[config.mk]
export PLATFORM = sky130hd
export DESIGN_NAME = acc_core
export DESIGN_NICKNAME = d
export VERILOG_FILES = /design/src/rtl/acc_pkg.sv /design/src/rtl/acc_decode.sv /design/src/rtl/acc_alu.sv /design/src/rtl/acc_seq.sv /design/src/rtl/acc_core.sv
export SDC_FILE = /design/constraint.sdc
export NUM_CORES = 1
export LEC_CHECK = 0
export ABC_AREA = 1
export ABC_CLOCK_PERIOD_IN_PS = 101800
export CAP_MARGIN = 20
export CORE_MARGIN = 4
export CORE_UTILIZATION = 50
export CTS_CLUSTER_DIAMETER = 60
export DETAILED_ROUTE_END_ITERATION = 7
export GPL_TIMING_DRIVEN = 1
export HOLD_SLACK_MARGIN = 0.06
export PLACE_DENSITY_LB_ADDON = 0.15
export SYNTH_ARGS = -nofsm -noshare
export SYNTH_HDL_FRONTEND = slang
export SYNTH_HIERARCHICAL = 1
export SYNTH_SLANG_ARGS = --single-unit
[constraint.sdc]
create_clock -name clk -period 101.8 [get_ports clk]
set_clock_uncertainty 0.05 [all_clocks]
set_input_delay 30.54 -clock clk [delete_from_list [all_inputs] [get_ports clk]]
set_output_delay 30.54 -clock clk [all_outputs]
set_load 0.005 [all_outputs]
[src/rtl/acc_pkg.sv]
package acc_pkg;

    // Opcode word values (decimal)
    localparam int OPV_HALT  = 0;
    localparam int OPV_DIV   = 10;
    localparam int OPV_MUL   = 20;
    localparam int OPV_SUB   = 30;
    localparam int OPV_ADD   = 40;
    localparam int OPV_LOAD  = 50;
    localparam int OPV_STORE = 60;
    localparam int OPV_BR    = 70;   // 70..76, low step selects the condition
    localparam int OPV_PRINT = 80;

    typedef enum logic [3:0] {
        K_HALT, K_LOAD, K_STORE, K_ADD, K_SUB, K_MUL, K_DIV,
        K_BRANCH, K_PRINT, K_ILLEGAL
    } kind_e;

    typedef enum logic [2:0] {
        BC_ALWAYS, BC_LT, BC_LE, BC_EQ, BC_NE, BC_GE, BC_GT
    } brcond_e;

    typedef struct packed {
        kind_e   kind;
        brcond_e cond;
    } dec_t;

    typedef enum logic [3:0] {
        S_FMAR,   // boundary: irq check, MAR <- PC
        S_FRD,    // read opcode word
        S_FIR,    // IR <- MDR, PC++
        S_AMAR,   // decode IR, MAR <- PC
        S_ARD,    // read operand-address word
        S_ALAT,   // operand <- MDR, PC++
        S_XMAR,   // branch resolve or MAR <- operand
        S_XRD,    // read operand data
        S_XWR,    // write MDR
        S_XDONE,  // ACC update / print
        S_HALT
    } state_e;

    function automatic logic cond_met(brcond_e c, logic z, logic n);
        case (c)
            BC_ALWAYS: cond_met = 1'b1;
            BC_LT:     cond_met = n;
            BC_LE:     cond_met = n | z;
            BC_EQ:     cond_met = z;
            BC_NE:     cond_met = ~z;
            BC_GE:     cond_met = ~n;
            BC_GT:     cond_met = ~n & ~z;
            default:   cond_met = 1'b0;
        endcase
    endfunction

endpackage

[src/rtl/acc_decode.sv]
module acc_decode
    import acc_pkg::*;
#(
    parameter int DATA_W = 16
) (
    input  logic [DATA_W-1:0] word,
    output dec_t              dec
);
    localparam int BR_COUNT = 7;

    always_comb begin
        dec.kind = K_ILLEGAL;
        dec.cond = BC_ALWAYS;
        if      (word == DATA_W'(OPV_HALT))  dec.kind = K_HALT;
        else if (word == DATA_W'(OPV_DIV))   dec.kind = K_DIV;
        else if (word == DATA_W'(OPV_MUL))   dec.kind = K_MUL;
        else if (word == DATA_W'(OPV_SUB))   dec.kind = K_SUB;
        else if (word == DATA_W'(OPV_ADD))   dec.kind = K_ADD;
        else if (word == DATA_W'(OPV_LOAD))  dec.kind = K_LOAD;
        else if (word == DATA_W'(OPV_STORE)) dec.kind = K_STORE;
        else if (word == DATA_W'(OPV_PRINT)) dec.kind = K_PRINT;
        else begin
            for (int i = 0; i < BR_COUNT; i++) begin
                if (word == DATA_W'(OPV_BR + i)) begin
                    dec.kind = K_BRANCH;
                    dec.cond = brcond_e'(i);
                end
            end
        end
    end
endmodule

[src/rtl/acc_alu.sv]
module acc_alu
    import acc_pkg::*;
#(
    parameter int DATA_W = 16
) (
    input  kind_e             kind,
    input  logic [DATA_W-1:0] a,
    input  logic [DATA_W-1:0] b,
    output logic [DATA_W-1:0] y,
    output logic              div_zero
);
    localparam logic [DATA_W-1:0] ALL_ONES = '1;

    logic [2*DATA_W-1:0] prod;
    logic [DATA_W-1:0]   quot;

    assign prod = a * b;

    always_comb begin
        quot = '0;
        if (b == '0)
            quot = '0;
        else if (b == ALL_ONES)
            quot = DATA_W'(-a);
        else
            quot = DATA_W'($signed(a) / $signed(b));
    end

    always_comb begin
        div_zero = 1'b0;
        case (kind)
            K_LOAD:  y = b;
            K_ADD:   y = a + b;
            K_SUB:   y = a - b;
            K_MUL:   y = prod[DATA_W-1:0];
            K_DIV: begin
                y        = quot;
                div_zero = (b == '0);
            end
            default: y = a;
        endcase
    end
endmodule

[src/rtl/acc_seq.sv]
module acc_seq
    import acc_pkg::*;
(
    input  logic   clk,
    input  logic   rst,
    input  kind_e  kind,
    input  logic   irq_req,
    input  logic   div_zero,
    output state_e state
);
    state_e nxt;

    always_comb begin
        nxt = state;
        case (state)
            S_FMAR:  nxt = irq_req ? S_FMAR : S_FRD;
            S_FRD:   nxt = S_FIR;
            S_FIR:   nxt = S_AMAR;
            S_AMAR:  nxt = (kind == K_HALT || kind == K_ILLEGAL) ? S_HALT : S_ARD;
            S_ARD:   nxt = S_ALAT;
            S_ALAT:  nxt = S_XMAR;
            S_XMAR: begin
                if (kind == K_BRANCH)     nxt = S_FMAR;
                else if (kind == K_STORE) nxt = S_XWR;
                else                      nxt = S_XRD;
            end
            S_XRD:   nxt = S_XDONE;
            S_XWR:   nxt = S_FMAR;
            S_XDONE: nxt = (kind == K_DIV && div_zero) ? S_HALT : S_FMAR;
            S_HALT:  nxt = S_HALT;
            default: nxt = S_HALT;
        endcase
    end

    always_ff @(posedge clk) begin
        if (rst) state <= S_FMAR;
        else     state <= nxt;
    end
endmodule

[src/rtl/acc_core.sv]
module acc_core
    import acc_pkg::*;
#(
    parameter int                DATA_W  = 16,
    parameter int                ADDR_W  = 8,
    parameter logic [ADDR_W-1:0] IRQ_VEC = 8'hC0
) (
    input  logic              clk,
    input  logic              rst,
    input  logic [ADDR_W-1:0] start_addr,
    output logic [ADDR_W-1:0] mem_addr,
    output logic              mem_rd,
    output logic              mem_we,
    output logic [DATA_W-1:0] mem_wdata,
    input  logic [DATA_W-1:0] mem_rdata,
    input  logic              irq_req,
    output logic              irq_ack,
    output logic              print_valid,
    output logic [DATA_W-1:0] print_data,
    output logic [DATA_W-1:0] acc_out,
    output logic              flag_z,
    output logic              flag_n,
    output logic              halted,
    output logic              err
);
    localparam int SIGN = DATA_W - 1;

    logic [ADDR_W-1:0] pc, mar, opnd;
    logic [DATA_W-1:0] ir, mdr, acc, alu_y;
    logic              err_q, div_zero, taken;
    dec_t              dec;
    state_e            state;

    acc_decode #(.DATA_W(DATA_W)) u_dec (
        .word (ir),
        .dec  (dec)
    );

    acc_alu #(.DATA_W(DATA_W)) u_alu (
        .kind     (dec.kind),
        .a        (acc),
        .b        (mem_rdata),
        .y        (alu_y),
        .div_zero (div_zero)
    );

    acc_seq u_seq (
        .clk      (clk),
        .rst      (rst),
        .kind     (dec.kind),
        .irq_req  (irq_req),
        .div_zero (div_zero),
        .state    (state)
    );

    assign flag_z = (acc == '0);
    assign flag_n = acc[SIGN];
    assign taken  = cond_met(dec.cond, flag_z, flag_n);

    always_ff @(posedge clk) begin
        if (rst) begin
            pc    <= start_addr;
            mar   <= '0;
            opnd  <= '0;
            ir    <= '0;
            mdr   <= '0;
            acc   <= '0;
            err_q <= 1'b0;
        end else begin
            case (state)
                S_FMAR: begin
                    if (irq_req) pc <= IRQ_VEC;
                    else         mar <= pc;
                end
                S_FIR: begin
                    ir  <= mem_rdata;
                    mdr <= mem_rdata;
                    pc  <= pc + 1'b1;
                end
                S_AMAR: begin
                    mar <= pc;
                    if (dec.kind == K_ILLEGAL) err_q <= 1'b1;
                end
                S_ALAT: begin
                    opnd <= mem_rdata[ADDR_W-1:0];
                    mdr  <= mem_rdata;
                    pc   <= pc + 1'b1;
                end
                S_XMAR: begin
                    if (dec.kind == K_BRANCH) begin
                        if (taken) pc <= opnd;
                    end else begin
                        mar <= opnd;
                        if (dec.kind == K_STORE) mdr <= acc;
                    end
                end
                S_XDONE: begin
                    mdr <= mem_rdata;
                    case (dec.kind)
                        K_LOAD, K_ADD, K_SUB, K_MUL: acc <= alu_y;
                        K_DIV: begin
                            if (div_zero) err_q <= 1'b1;
                            else          acc   <= alu_y;
                        end
                        default: ;
                    endcase
                end
                default: ;
            endcase
        end
    end

    assign mem_addr    = mar;
    assign mem_rd      = (state == S_FRD) || (state == S_ARD) || (state == S_XRD);
    assign mem_we      = (state == S_XWR);
    assign mem_wdata   = mdr;
    assign irq_ack     = (state == S_FMAR) && irq_req;
    assign print_valid = (state == S_XDONE) && (dec.kind == K_PRINT);
    assign print_data  = mem_rdata;
    assign acc_out     = acc;
    assign halted      = (state == S_HALT);
    assign err         = err_q;
endmodule

==> impl_metrics.yaml, run 1 <==
run_status:
  outcome: "finished clean"
synth:
  synthTopCellsByArea: "nand2_1 (16%), ha_1 (14%), inv_1 (9.9%), fa_1 (8.7%), dfxtp_1 (7.4%)"
  syn_area_um2: 18600
  synth_flop_cell: "dfxtp_1"
  synth_top_area_share_pct: 16.4
  yosysMostFrequentCell: "nand2_1"
  synth-seq-area-share_pct: 8.72
  ys_warn_count: 6
  ys_seq_elements: 77
  netlist_instances: 3040
  yosys.area.top_type: "nand2_1"
  synth.top_cells.by_count: "nand2_1 (811), inv_1 (492), nor2_1 (301)"
  syn-num-nets: 3356
  synth_edf_count: 8
  syn_avg_cell_area_um2: 6.12
  synthArstFlopShare_pct: 0
  synth_cell_types: 69
critical_path:
  cp_slowest_cell: "nand2_1"
  arrival_ns: 65.60
  required_ns: 101.98
  regToRegSetupSlack_ns: 67.19
  critPathLaunch: "mem_rdata[0]"
  cp.depth: 249
  r2r_start: "acc_out[6]$_SDFFE_PP0P_"
  crit_type: "in -> reg"
  worstRegToRegCells: 245
  cp-start-kind: "input pin"
  path_common_cell: "nand2_1"
  crit_buf_inv: 17
  path_delay_family: "simple AND/OR/NAND/NOR gates"
  critPathMaxStageDelay_ns: 0.68
  endpoint_kind: "flop"
  path_max_fanout: 27
detailed_routing:
  routed-wl-met3_mm: 4.43
  top_layer: "met4"
  initialDrtViolationCount: 1342
  dr.pass1.iters: 5
  viasPerCell: 5.61
  drc: 0
  detail_route.wirelength_mm: 60.2
  wl_per_cell_um: 17.0
  dr_wl_met2_mm: 27.7
  wl_met1_mm: 26.1
  drtAntennaViolNets: 0
  vias: 19900
clock_tree:
  cts_tree: "yes"
  h-tree-depth: 3
  cts_buffers: 9
  root_buffer: "clkbuf_16"
  cts_num_sinks: 77
  cts-resized-gates: 0
  clock_latency_ns: 0.35
  hold_buffers: 0
  post_cts_buffers: 0
  cts_buffer_depth: 2
  clkTransAtPathRegs_ns: 0.07
sta:
  rsz0062_at_grt: "false"
  period_needed_ns: 65.43
  worst_slack_ns: 36.37
  tightestPinTransition_ns: 1.05
  slew_headroom_pct: 30.0
  fin_crit_sh_pct: 64.3
  fmax_mhz: 15.3
  finalSetupTns_ns: 0
  finalHoldViolations: 0
  report.final.slew_viol_count: 0
  setup_viol: 0
placement:
  io_buffers: 90
  gp_congestion: 0.940
  placed_cells: 3522
  place_ws_ns: 36.53
  dp_hpwl_mm: 45.0
flow_run:
  drv_cap: 0
pwr:
  p_comb_share_pct: 62.8
  intPower_mw: 0.104
  pwr-share-seq_pct: 22.3
  finalPower_mw: 0.215
  ir_worst_vdd_mv: 0.0119
  p_per_area_nw_per_um2: 10.7
  power.switching_mw: 0.110
  leakagePower_nw: 11.5
  sw_frac_of_total_pct: 51.4
  clockPowerShare_pct: 14.8
worst_hold_path:
  hold_start: "err$_SDFFE_PP0P_"
  min_path_cells: 2
  hp-class: "reg -> reg"
grt:
  antenna_found_initial: 0
  grtUsageTotal_pct: 29.0
  overflow: 0
  grt_pass1_vias: 19100
  grt_max_degree: 73
  grt_pass1_wl_mm: 97.1
die:
  io_pins: 91
  die_x_um: 201
  die_h_um: 201
  rows: 70
  core_area_um2: 36600
  die_area_um2: 40300
  start_util_pct: 50.8
finish:
  final_nets: 3381
  num-fill-cells: 3715
  fin_cells: 3538
  antenna_cells: 0
  drive_gt1_share_pct: 7.62
  area_growth_pct: 7.42
final timing paths:
path / end
worst min-delay path: err$_SDFFE_PP0P_
worst max register to register: acc_out[15]$_SDFFE_PP0P_
worst min register to register: err$_SDFFE_PP0P_
worst max-delay path: acc_out[15]$_SDFFE_PP0P_
through the flow:
stage	cell area (um^2)	utilization [%]	hold WS (ns)
4_1_cts	20000	54.6	0.418
3_5_place_dp	19700	53.8	0.403
2_1_floorplan	18600	-	0.397
6_report	20000	54.6	0.412
5_1_grt	20000	54.6	0.444
3_3_place_gp	19700	53.8	0.395
cell families after synthesis:
group | synth area share [%]
flip-flops | 8.72
AND/OR/NAND/NOR | 36.6
XOR/XNOR | 4.99
buffers and inverters | 14.1
AO/OA/AOI/OAI | 12.8
multiplexers | 0.0538
adder cells (fa/ha/maj) | 22.7
final cells by class:
class | count | area (um^2) | area share (%)
Multi-Input combinational cell | 2331 | 14400 | 71.9
Inverter | 519 | 1950 | 9.76
Sequential cell | 77 | 1620 | 8.12
Timing Repair Buffer | 127 | 1180 | 5.90
Tap cell | 468 | 586 | 2.93
Clock buffer | 9 | 225 | 1.13
Clock inverter | 7 | 55.1 | 0.276
flip-flops by register name, summed over array words and instances, names as in the netlist:
name	flops
pc	8
mem_addr	8
err	1
opnd	8
acc_out	16
mem_wdata	16
u_seq/state	4
ir	16
power groups by stage:
| stage | Sequential, mW | Clock [mW] | Combinational (mW) |
|---|---|---|---|
| after global placement | 0.0478 | 0 | 0.129 |
| after floorplan | 0.0461 | 0 | 0.0941 |
| after detailed placement | 0.0480 | 0 | 0.132 |
| after global routing | 0.0490 | 0.0335 | 0.149 |
| final | 0.0479 | 0.0318 | 0.135 |
| after CTS | 0.0476 | 0.0322 | 0.133 |
per-layer routing:
metal / vias to the layer above / track usage (%)
met5: - / 0
met4: 0 / 9.22
met3: 128 / 3.49
met2: 785 / 49.3
met1: 9242 / 38.5
li1: 9700 / -
cell usage in the layout, fill, tap and decap left out, types with 37 or more instances in the layout:
master,instances
dfxtp_1,69
clkdlybuf4s50_1,90
buf_4,37
nand2_1,811
xor2_1,53
ha_1,208
o21ai_0,138
nand3_1,201
inv_1,492
xnor2_1,53
fa_1,81
nor2_1,301
a21oi_1,101
worst register-to-register path, delay by kind of cell, from the launching register on:
family	cells	cell delay, ns
AO/OA/AOI/OAI	54	9.71
buffers and inverters	15	1.95
adder cells (fa/ha/maj)	17	5.19
flip-flops	1	0.52
AND/OR/NAND/NOR	159	17.09
(Power assumes the default switching activity.)
==> run 2: changes to the inputs <==
Settings changed: ABC_CLOCK_PERIOD_IN_PS 101800 to 53600.
Clock period 101.8 ns to 53.6 ns, I/O delays scaled along.
==> impl_metrics.yaml, run 2 (same netlist as run 1, synthesis figures left out) <==
finish:
  area_growth_pct: 7.79
  drive_gt1_share_pct: 7.85
  antenna_cells: 0
  final_common_cell: "nand2_1"
  stdcell_area_um2: 20000
  fin_util_pct: 54.7
  final_cell_mix: "nand2_1 (809), inv_1 (491), nor2_1 (301)"
  final_nets: 3382
critical_path:
  path_common_cell: "nand2_1"
  reg2reg_to: "acc_out[15]$_SDFFE_PP0P_"
  arrival_ns: 49.50
  crit_type: "in -> reg"
  worstRegToRegCells: 248
  path_max_fanout: 27
  regToRegSetupSlack_ns: 20.87
  required_ns: 53.78
  crit_buf_inv: 16
  critPathMaxStageDelay_ns: 0.52
  path_delay_family: "simple AND/OR/NAND/NOR gates"
  endpoint_kind: "flop"
  cp-start-kind: "input pin"
  r2r_start: "acc_out[3]$_SDFFE_PP0P_"
  cp_slowest_cell: "nand2_1"
sta:
  report.final.slew_viol_count: 0
  finalHoldViolations: 0
  slew_headroom_pct: 32.4
  finalSetupTns_ns: 0
  fmax_mhz: 20.3
  fin_crit_sh_pct: 92.0
  setup_viol: 0
  rsz0062_at_grt: "false"
  period_needed_ns: 49.32
  worst_slack_ns: 4.28
  tightestPinTransition_ns: 1.01
clock_tree:
  h-tree-depth: 3
  clkTransAtPathRegs_ns: 0.07
  cts_tree: "yes"
  cts_buffer_depth: 2
  hold_buffers: 0
  root_buffer: "clkbuf_16"
  cts_num_sinks: 77
  cts_buffers: 9
  clock_latency_ns: 0.36
pwr:
  pwr-share-seq_pct: 22.1
  finalPower_mw: 0.412
  power.switching_mw: 0.209
  intPower_mw: 0.203
  sw_frac_of_total_pct: 50.6
  ir_worst_vdd_mv: 0.0278
  p_per_area_nw_per_um2: 20.6
  clockPowerShare_pct: 16.0
  leakagePower_nw: 11.5
  p_comb_share_pct: 61.9
detailed_routing:
  dr.pass1.iters: 6
  wl_per_cell_um: 16.9
  initialDrtViolationCount: 1418
  detail_route.wirelength_mm: 60.0
  drtAntennaViolNets: 0
  drc: 0
  vias: 19600
  viasPerCell: 5.55
die:
  io_pins: 91
  core_area_um2: 36600
  die_x_um: 201
  die_h_um: 201
  die_area_um2: 40300
  rows: 70
  start_util_pct: 50.8
worst_hold_path:
  min_path_cells: 2
  hp-class: "reg -> reg"
  whs_endpoint: "err$_SDFFE_PP0P_"
  hold_start: "err$_SDFFE_PP0P_"
placement:
  place_area_um2: 19700
  io_buffers: 90
  dp_hpwl_mm: 44.6
  place_ws_ns: 2.99
  gp_congestion: 0.932
grt:
  overflow: 0
  grtUsageTotal_pct: 29.0
  antenna_found_initial: 0
  grt_max_degree: 73
  grt_pass1_vias: 19400
  grt_pass1_wl_mm: 96.7
flow_run:
  drv_cap: 0
run_status:
  outcome: "finished clean"
run 2: cell count changes in the layout (fill, tap and decap cells not counted), sizes merged:
cell | previous run | this run
bufinv | 0 | 1
clkinv | 7 | 4
buf | 37 | 38
clkinvlp | 1 | 2
inv | 518 | 519
run 2: final cells by class:
cell class	instances	area, um^2
multi-input cells	2331	14400
inverters	519	1950
well taps	468	586
fillers	3737	16600
flip-flops and latches	77	1620
clock inverters	7	86.3
repair buffers	128	1190
clock buffers	9	225
run 2: repair_timing:
item | in CTS | in global routing
setup endpoints to repair | 0 | 16
gates resized for setup | 0 | 7
setup buffers | 0 | 0
run 2: metal layers:
layer  track usage [%]  wire length (um)  up-vias
met5                 0                 0        -
met4              9.54              2120        0
met3              5.75              5120      133
met2              48.9             27200      741
met1              37.3             25600     9068
li1                  -                 -     9699
run 2: worst reg2reg max path, delay by kind of cell, from the launching register on:
family / cells / cell delay (ns)
flip-flops: 1 / 0.31
AND/OR/NAND/NOR: 163 / 16.11
AO/OA/AOI/OAI: 53 / 8.87
buffers and inverters: 15 / 1.92
adder cells (fa/ha/maj): 17 / 5.30
run 2: how the worst max path moves through the flow:
stage,startpoint,to,depth (start not counted)
after floorplan,mem_rdata[15],acc_out[10]$_SDFFE_PP0P_,247
after global placement,mem_rdata[0],acc_out[10]$_SDFFE_PP0P_,248
after detailed placement,mem_rdata[0],acc_out[15]$_SDFFE_PP0P_,249
after CTS,mem_rdata[0],acc_out[15]$_SDFFE_PP0P_,249
after global routing,mem_rdata[0],acc_out[15]$_SDFFE_PP0P_,251
final,mem_rdata[0],acc_out[15]$_SDFFE_PP0P_,251
run 2: power groups by stage:
stage	sequential, mW	combinational, mW	clock, mW
3_5_place_dp	0.0909	0.249	0
4_1_cts	0.0903	0.251	0.0670
2_1_floorplan	0.0875	0.179	0
5_1_grt	0.0930	0.283	0.0695
6_report	0.0910	0.255	0.0661
3_3_place_gp	0.0906	0.245	0
run 2: metrics by stage:
step	instances	hold slack [ns]
4_1_cts	3539	0.427
6_report	3539	0.424
3_3_place_gp	3523	0.396
2_1_floorplan	3040	0.397
5_1_grt	3539	0.446
3_5_place_dp	3523	0.407
